File: src/rtl/ctl_port_dec_pkg.sv
package ctl_port_dec_pkg;
  // Offsets inside the six-port group; the order is fixed by the card map.
  localparam int unsigned OFF_CH0  = 0;
  localparam int unsigned OFF_MODE = 3;
  localparam int unsigned OFF_CTL  = 4;
  localparam int unsigned OFF_BANK = 5;
  localparam logic [7:0]  UNUSED_RD_VAL = 8'hFF;

  typedef struct packed {
    logic mode_wr;
    logic ctl_wr;
    logic stat_rd;
    logic unused_rd;
  } misc_sel_t;
endpackage

File: src/rtl/io_rise_det.sv
module io_rise_det (
  input  logic clk,
  input  logic rst_n,
  input  logic strb_i,
  output logic rise_o
);
  logic strb_q;
  logic strb_d;

  always_comb strb_d = strb_i;

  always_ff @(posedge clk or negedge rst_n) begin
    if (!rst_n) strb_q <= 1'b0;
    else        strb_q <= strb_d;
  end

  assign rise_o = strb_i & ~strb_q;
endmodule

File: src/rtl/port_range_dec.sv
module port_range_dec #(
  parameter int unsigned ADDR_W    = 8,
  parameter int unsigned NUM_PORTS = 6,
  parameter logic [ADDR_W-1:0] BASE_DFLT = 8'hF0,
  parameter logic [ADDR_W-1:0] BASE_ALT  = 8'hE8,
  localparam int unsigned OFF_W = $clog2(NUM_PORTS)
) (
  input  logic              alt_base_i,
  input  logic [ADDR_W-1:0] addr_i,
  output logic              hit_o,
  output logic [OFF_W-1:0]  off_o
);
  localparam logic [ADDR_W-1:0] NP = ADDR_W'(NUM_PORTS);

  logic [ADDR_W-1:0] base;
  logic [ADDR_W-1:0] diff;

  always_comb begin
    base  = alt_base_i ? BASE_ALT : BASE_DFLT;
    diff  = addr_i - base;
    hit_o = (diff < NP);
    off_o = diff[OFF_W-1:0];
  end
endmodule

File: src/rtl/ctl_bit_latches.sv
module ctl_bit_latches (
  input  logic clk,
  input  logic rst_n,
  input  logic bank_we_i,
  input  logic boot_we_i,
  input  logic bit_i,
  output logic bank_o,
  output logic armed_o
);
  logic bank_q, bank_d;
  logic armed_q, armed_d;

  always_comb begin
    bank_d  = bank_we_i ? bit_i : bank_q;
    // Release only; a later zero never re-arms.
    armed_d = (boot_we_i && bit_i) ? 1'b0 : armed_q;
  end

  always_ff @(posedge clk or negedge rst_n) begin
    if (!rst_n) begin
      bank_q  <= 1'b0;
      armed_q <= 1'b1;
    end else begin
      bank_q  <= bank_d;
      armed_q <= armed_d;
    end
  end

  assign bank_o  = bank_q;
  assign armed_o = armed_q;
endmodule

File: src/rtl/ctl_port_dec.sv
module ctl_port_dec
  import ctl_port_dec_pkg::*;
#(
  parameter int unsigned ADDR_W    = 8,
  parameter int unsigned DATA_W    = 8,
  parameter int unsigned NUM_CH    = 3,
  parameter int unsigned NUM_PORTS = 6,
  parameter int unsigned FORCE_W   = 4,
  parameter logic [ADDR_W-1:0] BASE_DFLT = 8'hF0,
  parameter logic [ADDR_W-1:0] BASE_ALT  = 8'hE8
) (
  input  logic              clk,
  input  logic              rst_n,
  input  logic              alt_base_i,
  input  logic [ADDR_W-1:0] io_addr_i,
  input  logic [DATA_W-1:0] io_wdata_i,
  input  logic              io_rd_i,
  input  logic              io_wr_i,
  output logic [NUM_CH-1:0] chan_rd_o,
  output logic [NUM_CH-1:0] chan_wr_o,
  output logic              mode_wr_o,
  output logic              ctl_wr_o,
  output logic              stat_rd_o,
  output logic              unused_rd_o,
  output logic [DATA_W-1:0] rd_data_o,
  output logic              bank_o,
  output logic [FORCE_W-1:0] addr_force_o
);
  localparam int unsigned OFF_W = $clog2(NUM_PORTS);

  // Reset: asynchronous assert, synchronous release.
  logic [1:0] rst_sync_q;
  logic       rst_int_n;
  always_ff @(posedge clk or negedge rst_n) begin
    if (!rst_n) rst_sync_q <= 2'b00;
    else        rst_sync_q <= {rst_sync_q[0], 1'b1};
  end
  assign rst_int_n = rst_sync_q[1];

  logic             wr_rise, rd_rise;
  logic             hit;
  logic [OFF_W-1:0] off;

  io_rise_det u_wr_edge (.clk(clk), .rst_n(rst_int_n), .strb_i(io_wr_i), .rise_o(wr_rise));
  io_rise_det u_rd_edge (.clk(clk), .rst_n(rst_int_n), .strb_i(io_rd_i), .rise_o(rd_rise));

  port_range_dec #(
    .ADDR_W(ADDR_W), .NUM_PORTS(NUM_PORTS),
    .BASE_DFLT(BASE_DFLT), .BASE_ALT(BASE_ALT)
  ) u_dec (
    .alt_base_i(alt_base_i), .addr_i(io_addr_i), .hit_o(hit), .off_o(off)
  );

  logic wr_acc, rd_acc;
  assign wr_acc = wr_rise & hit;
  assign rd_acc = rd_rise & hit;

  // Next-state select strobes.
  logic [NUM_CH-1:0] chan_wr_d, chan_rd_d;
  logic [NUM_CH-1:0] chan_wr_q, chan_rd_q;
  misc_sel_t         misc_d, misc_q;
  logic [DATA_W-1:0] rdat_d, rdat_q;

  for (genvar k = 0; k < NUM_CH; k++) begin : g_chan
    localparam logic [OFF_W-1:0] CH_OFF = OFF_W'(OFF_CH0 + k);
    assign chan_wr_d[k] = wr_acc && (off == CH_OFF);
    assign chan_rd_d[k] = rd_acc && (off == CH_OFF);
  end

  always_comb begin
    misc_d.mode_wr   = wr_acc && (off == OFF_W'(OFF_MODE));
    misc_d.ctl_wr    = wr_acc && (off == OFF_W'(OFF_CTL));
    misc_d.stat_rd   = rd_acc && (off == OFF_W'(OFF_CTL));
    misc_d.unused_rd = rd_acc && ((off == OFF_W'(OFF_MODE)) || (off == OFF_W'(OFF_BANK)));
    rdat_d           = misc_d.unused_rd ? DATA_W'(UNUSED_RD_VAL) : '0;
  end

  always_ff @(posedge clk or negedge rst_int_n) begin
    if (!rst_int_n) begin
      chan_wr_q <= '0;
      chan_rd_q <= '0;
      misc_q    <= '0;
      rdat_q    <= '0;
    end else begin
      chan_wr_q <= chan_wr_d;
      chan_rd_q <= chan_rd_d;
      misc_q    <= misc_d;
      rdat_q    <= rdat_d;
    end
  end

  logic bank_we, boot_we, armed;
  assign bank_we = wr_acc && (off == OFF_W'(OFF_BANK));
  assign boot_we = misc_d.ctl_wr;

  ctl_bit_latches u_latch (
    .clk(clk), .rst_n(rst_int_n),
    .bank_we_i(bank_we), .boot_we_i(boot_we), .bit_i(io_wdata_i[0]),
    .bank_o(bank_o), .armed_o(armed)
  );

  assign chan_wr_o    = chan_wr_q;
  assign chan_rd_o    = chan_rd_q;
  assign mode_wr_o    = misc_q.mode_wr;
  assign ctl_wr_o     = misc_q.ctl_wr;
  assign stat_rd_o    = misc_q.stat_rd;
  assign unused_rd_o  = misc_q.unused_rd;
  assign rd_data_o    = rdat_q;
  assign addr_force_o = {FORCE_W{armed}};
endmodule

File: config.mk
export PLATFORM = sky130hd
export DESIGN_NAME = ctl_port_dec
export DESIGN_NICKNAME = d
export VERILOG_FILES = /design/src/rtl/ctl_port_dec_pkg.sv /design/src/rtl/io_rise_det.sv /design/src/rtl/port_range_dec.sv /design/src/rtl/ctl_bit_latches.sv /design/src/rtl/ctl_port_dec.sv
export SDC_FILE = /design/constraint.sdc
export NUM_CORES = 1
export LEC_CHECK = 0
export CORE_MARGIN = 8
export CORE_UTILIZATION = 39
export CTS_CLUSTER_SIZE = 16
export DETAILED_ROUTE_END_ITERATION = 12
export PLACE_DENSITY = 0.87
export RECOVER_POWER = 100
export SYNTH_ARGS = -nofsm -noshare
export SYNTH_HDL_FRONTEND = slang
export SYNTH_SLANG_ARGS = --single-unit
File: constraint.sdc
create_clock -name clk -period 0.83 [get_ports clk]
set_input_delay 0.083 -clock clk [delete_from_list [all_inputs] [get_ports clk]]
set_output_delay 0.083 -clock clk [all_outputs]
set_load 0.05 [all_outputs]
# == Yosys cells after proc, flatten, opt, wreduce, memory -nomap -nowiden ==
# Cells that the tools add are included.
# word_totals
register_bits,24
out_inout_bits,23
input_bits,21
wordCells,41
# op_classes
n_eq_ne,5
n_addsub,1
n_bitwise,6
n_mux,2
magnitude_cmp,1
reduce_logical,14
# op_table
op,count
$logic_and 1x1->1,12
$lt 8x3->1 const B,1
$mux 8,1
$sub 8x8->8,1
$eq 3x2->1 const B,2
$eq 3x3->1 const B,2
$mux 5,1
$and 1x1->1,4
$eq 3x1->1 const B,1
$logic_not 3->1,1
$not 1->1,2
$logic_or 1x1->1,1

# == Depth between registers and ports, before layout ==
# depth
depth_word,6
mapped_depth,8

# == Cells and area by module ==
# Synthesis repeated with hierarchy kept, for this count alone.
# unflattened
hier_cells,69
hier_area_um2,819.5
# by_module_without_submodules
module,seq_area_each_um2,n_inst,area_per_inst_um2,cells_per_inst
ctl_port_dec,300.3,1,519.2,44
port_range_dec,0.0,1,148.9,17
io_rise_det,25.0,2,38.8,2
ctl_bit_latches,51.3,1,73.8,4

# == Worst setup path after synthesis ==
# OpenSTA, ideal clock, no wires.
# synth_timing
path_type,input port to flip-flop
startpoint,input port io_addr_i[3]
endpoint,register u_latch.bank_q (netlist: u_latch.bank_o)
required_time_ps,708
arrival_time_ps,1640
slack_ps,-932
stages,8
path_cell_list,inv_1 -> ha_1 -> fa_1 -> or4b_1 -> buf_2 -> or2_4 -> o21a_1 -> a32o_1
# synth_between
elab_chain_cells,4
# synth_lines
item,line_no,text
start: declaration,ctl_port_dec.sv:15,"input logic [ADDR_W-1:0] io_addr_i,"
$sub 8x8->8,port_range_dec.sv:20,diff = addr_i - base;
$lt 8x3->1,port_range_dec.sv:21,hit_o = (diff < NP);
$and 1x1->1,ctl_port_dec.sv:55,assign wr_acc = wr_rise & hit;
$logic_and 1x1->1,ctl_port_dec.sv:93,assign bank_we = wr_acc && (off == OFF_W'(OFF_BANK));
end signal: assignment,ctl_bit_latches.sv:24,bank_q <= bank_d;
end: declaration,ctl_bit_latches.sv:10,"logic bank_q, bank_d;"
# Every way passes these cells.
# A chain may end at the register's enable or synchronous reset.

==> results.md <==
- RD Place Congestion: 0.918
- Category of the worst setup path capture point: register
- Remaining global-route overflow: 0
- Clock latency on the worst-skew pair: roughly 300 ps
- Launch instance of the worst register-to-register path: u_wr_edge.strb_q$_DFF_PN0_
- Detailed Place HPWL: 2140 µm
- Final Cycle Share: 1.83
- Area growth from synthesis to layout: 113%
- Routed vias/inst: 5.49
- Worst Reg-to-Reg Cells: 5
- Post-synth EDFFs: 0
- Top-level I/O count: 44
- Total number of H-tree levels: 1
- Number of buffers on the longest clock path: 2
- Clock root buffer master: clkbuf_4
- Horizontal extent of the die: 63.0 µm
- Portion of total power attributed to the clock network: 0.307
- Average wire per cell in the routed design: 19.5 µm
- Unrepaired setup endpoints after global routing: yes
- Number of pins exceeding their max-slew limit in the final report: 0
- Starting Density: 0.401
- Flip-flop and latch count after synthesis: 16
- Gate power share: 0.243
- Area leader, netlist: dfrtp_1
- Cells taking the most area after synthesis: dfrtp_1, buf_4, a211oi_1, dfstp_2, ha_1
- Switch share: 0.278
- Setup TNS: -12680 ps
- Critical Path Start Type: input port
- Worst Tran Pin Value: about 510 ps
- Drt drc: 0
- Final-stage net count: approximately 160
- Total die area: around 4000 µm²
- Category of the critical setup timing path: in2reg
- Worst path setup slack after routing: -687 ps
- Number of fillers in the final layout: 106
- Most frequent cell after synthesis: dfrtp_1
- Number of sinks handled by clock tree synthesis: 16
- Number of global-route vias before repair: 1006
- Post-layout total power: approximately 1.8 mW
- Setup WS pre-CTS: -1510 ps
- Slowest Stage Delay on Critical Path: 490 ps
- Clock-pin slew on the worst setup and hold paths: 100 ps
- Power spent charging and discharging nets: 492 µW
- YS warnings: 0
- Floorplan Core Area: 2150 µm²
- Pwr/cell area: ~960 nW/µm²
- Fraction of synthesized cell area taken by the top area cell type: 0.435
- Number of failing hold endpoints at the final stage: 0
- LEAKAGE: approximately 0.77 nW
- Most frequent cells after synthesis: dfrtp_1, buf_4, a211oi_1
- Dominant synthesized flop cell: dfrtp_1
- Final Critical Period: ~1500 ps
- Synth Net Count: 106
- Relative contribution of sequential cells to total power: 0.450
- Fmax: 659 MHz
- Antenna Violating Nets Remaining: 0
- Required time worst endpoint: 1080 ps
- Via count of the routed design: 878
- Hold/Removal Path Class: reg2async
- Failing checks: setup timing
- Largest fanout of any net on the critical path: 3
- Per-instance average area after synthesis: roughly 11 µm²
- CTS buffer count: 3
- Final routed wirelength across all metal layers: around 3100 µm
- Global-route wire length before repair: 5060 µm
- Highest ir drop seen on vdd: slightly below 0.0008 V
- Number of different library cells in the post-synthesis netlist: 34
- Fraction of final layout cells sized beyond drive strength 1: 0.644
- Cells along the critical path: buf_8 -> inv_12 -> ha_4 -> fa_2 -> nand4bb_1 -> or4_4 -> nand3_4 -> and3_4
- DRC violation total after the first TritonRoute iteration: 36
- Critical Path AT: 1760 ps
- Gate count after technology mapping: 82
- Synth async-reset ratio: 1.00
- Worst slew slack as a fraction of its limit: 0.658
- IO buf count: 36
- Status: finished, violations left
- Number of detailed-routing iterations run before antenna repair: 4
- CTS tree: yes
- Cell area after technology mapping: 862 µm²
- GRT Total Usage: 0.162
- End of the worst register-to-register path: u_latch.bank_o$_DFFE_PN0P_
- Die Y: 63.0 µm
- Number of max-capacitance violations reported: 0
- Diode insertion count for antenna repair: 0
- Maximum number of pins on one net before global-route repair: 15
- Final Skew: 6.78 ps
- Reg-to-reg slack, setup: -660 ps
- Number of placement rows: 17
- Number of antenna violations at the first check in global routing: 0
- Number of failing setup endpoints in the final timing report: 35
- Part of the Yosys area used for sequential elements: 0.466
- Internal power summed over all cells: around 1.3 mW
- Standard cell with the maximum stage delay on the critical path: or4_4
-- timing repair --
action | in CTS | in global routing
pin swaps | 12 | 10
resized for setup | 45 | 7
hold buffers | 1 | 0
hold endpoints to repair | 2 | 0
endpoints found under the setup margin | 35 | 35
setup buffers | 5 | 1
-- per-layer routing --
metal	routed length [µm]	vias up	share of wire	GRT usage
met2	1660	62	0.53	0.288
met4	136	0	0.044	0.125
met1	1120	416	0.36	0.153
li1	-	385	-	-
met5	0	-	0	0
met3	205	15	0.066	0.0448
-- critical path, delay by kind of cell --
| family | cells | cell delay, ps |
|---|---|---|
| adder cells (fa/ha/maj) | 2 | 520 |
| buffers and inverters | 2 | 120 |
| AND/OR/NAND/NOR | 4 | 1040 |
-- layout make-up --
class / count / area, µm² / share of cell area
clock buffers: 4 / 36.3 / 0.0197
inverters: 5 / 31.3 / 0.0170
multi-input cells: 46 / 509 / 0.277
flip-flops and latches: 16 / 405 / 0.221
well taps: 28 / 35.0 / 0.0191
repair buffers: 61 / 821 / 0.447
-- worst max-delay path by stage --
stage	startpoint	endpoint	cells after the start
floorplan	io_addr_i[3]	u_latch.bank_o$_DFFE_PN0P_	8
global placement	io_addr_i[3]	u_latch.bank_o$_DFFE_PN0P_	8
detailed placement	io_addr_i[3]	u_latch.bank_o$_DFFE_PN0P_	8
CTS	u_wr_edge.strb_q$_DFF_PN0_	u_latch.bank_o$_DFFE_PN0P_	5
global route	u_wr_edge.strb_q$_DFF_PN0_	u_latch.bank_o$_DFFE_PN0P_	5
finish	io_addr_i[3]	rd_data_o[6]$_DFF_PN0_	8
-- cell families after synthesis --
group	after synthesis	share of synthesized area
other	1	0.00435
xor gates and xnor gates	1	0.0102
buffers and inverters	20	0.141
and+or+nand+nor	24	0.179
AOI/OAI and AO/OA	17	0.148
DFF	16	0.466
adders and majority gates	3	0.0522
-- placed cells by master (no fill, tap or decap), drive strengths merged --
cell type / n
buf: 48
dfrtp: 15
clkdlybuf4s50: 7
a211oi: 6
inv: 5
clkbuf: 5
dlygate4sd3: 4
nor2b: 4
nand2: 3
a31oi: 3
nand3: 3
and3: 2
o2111ai: 2
nor2: 2
ha: 2
or4b: 1
or2: 1
and2: 1
nand4bb: 1
or4: 1
nand4b: 1
or3: 1
nor4: 1
o211a: 1
o21ai: 1
nor4bb: 1
a21oi: 1
nand3b: 1
xor2: 1
a31o: 1
o21a: 1
a32o: 1
fa: 1
clkdlybuf4s15: 1
conb: 1
dfstp: 1
-- power groups by stage --
stage	combinational, mW	sequential (mW)	clock (mW)
after detailed placement	0.335	0.813	0
final	0.431	0.798	0.544
after CTS	0.406	0.797	0.521
after global placement	0.313	0.812	0
after floorplan	0.120	0.830	0
after global routing	0.455	0.800	0.589
-- sequential cells by signal (all words and copies together), names as in the netlist --
| signal | count |
|---|---|
| u_rd_edge.strb_q | 1 |
| chan_rd_o | 3 |
| rst_sync_q | 2 |
| u_latch.bank_o | 1 |
| stat_rd_o | 1 |
| mode_wr_o | 1 |
| ctl_wr_o | 1 |
| rd_data_o | 1 |
| chan_wr_o | 3 |
| u_wr_edge.strb_q | 1 |
| u_latch.armed_o | 1 |
-- through the flow --
stage	area [µm²]	cells	utilization	hold slack (ps)
global placement	1590	151	0.738	171
global route	1840	160	0.856	281
floorplan	940	82	-	-213
CTS	1810	161	0.844	177
finish	1840	160	0.856	233
detailed placement	1590	151	0.738	168
No activity file was read; power rests on OpenSTA's default activity.
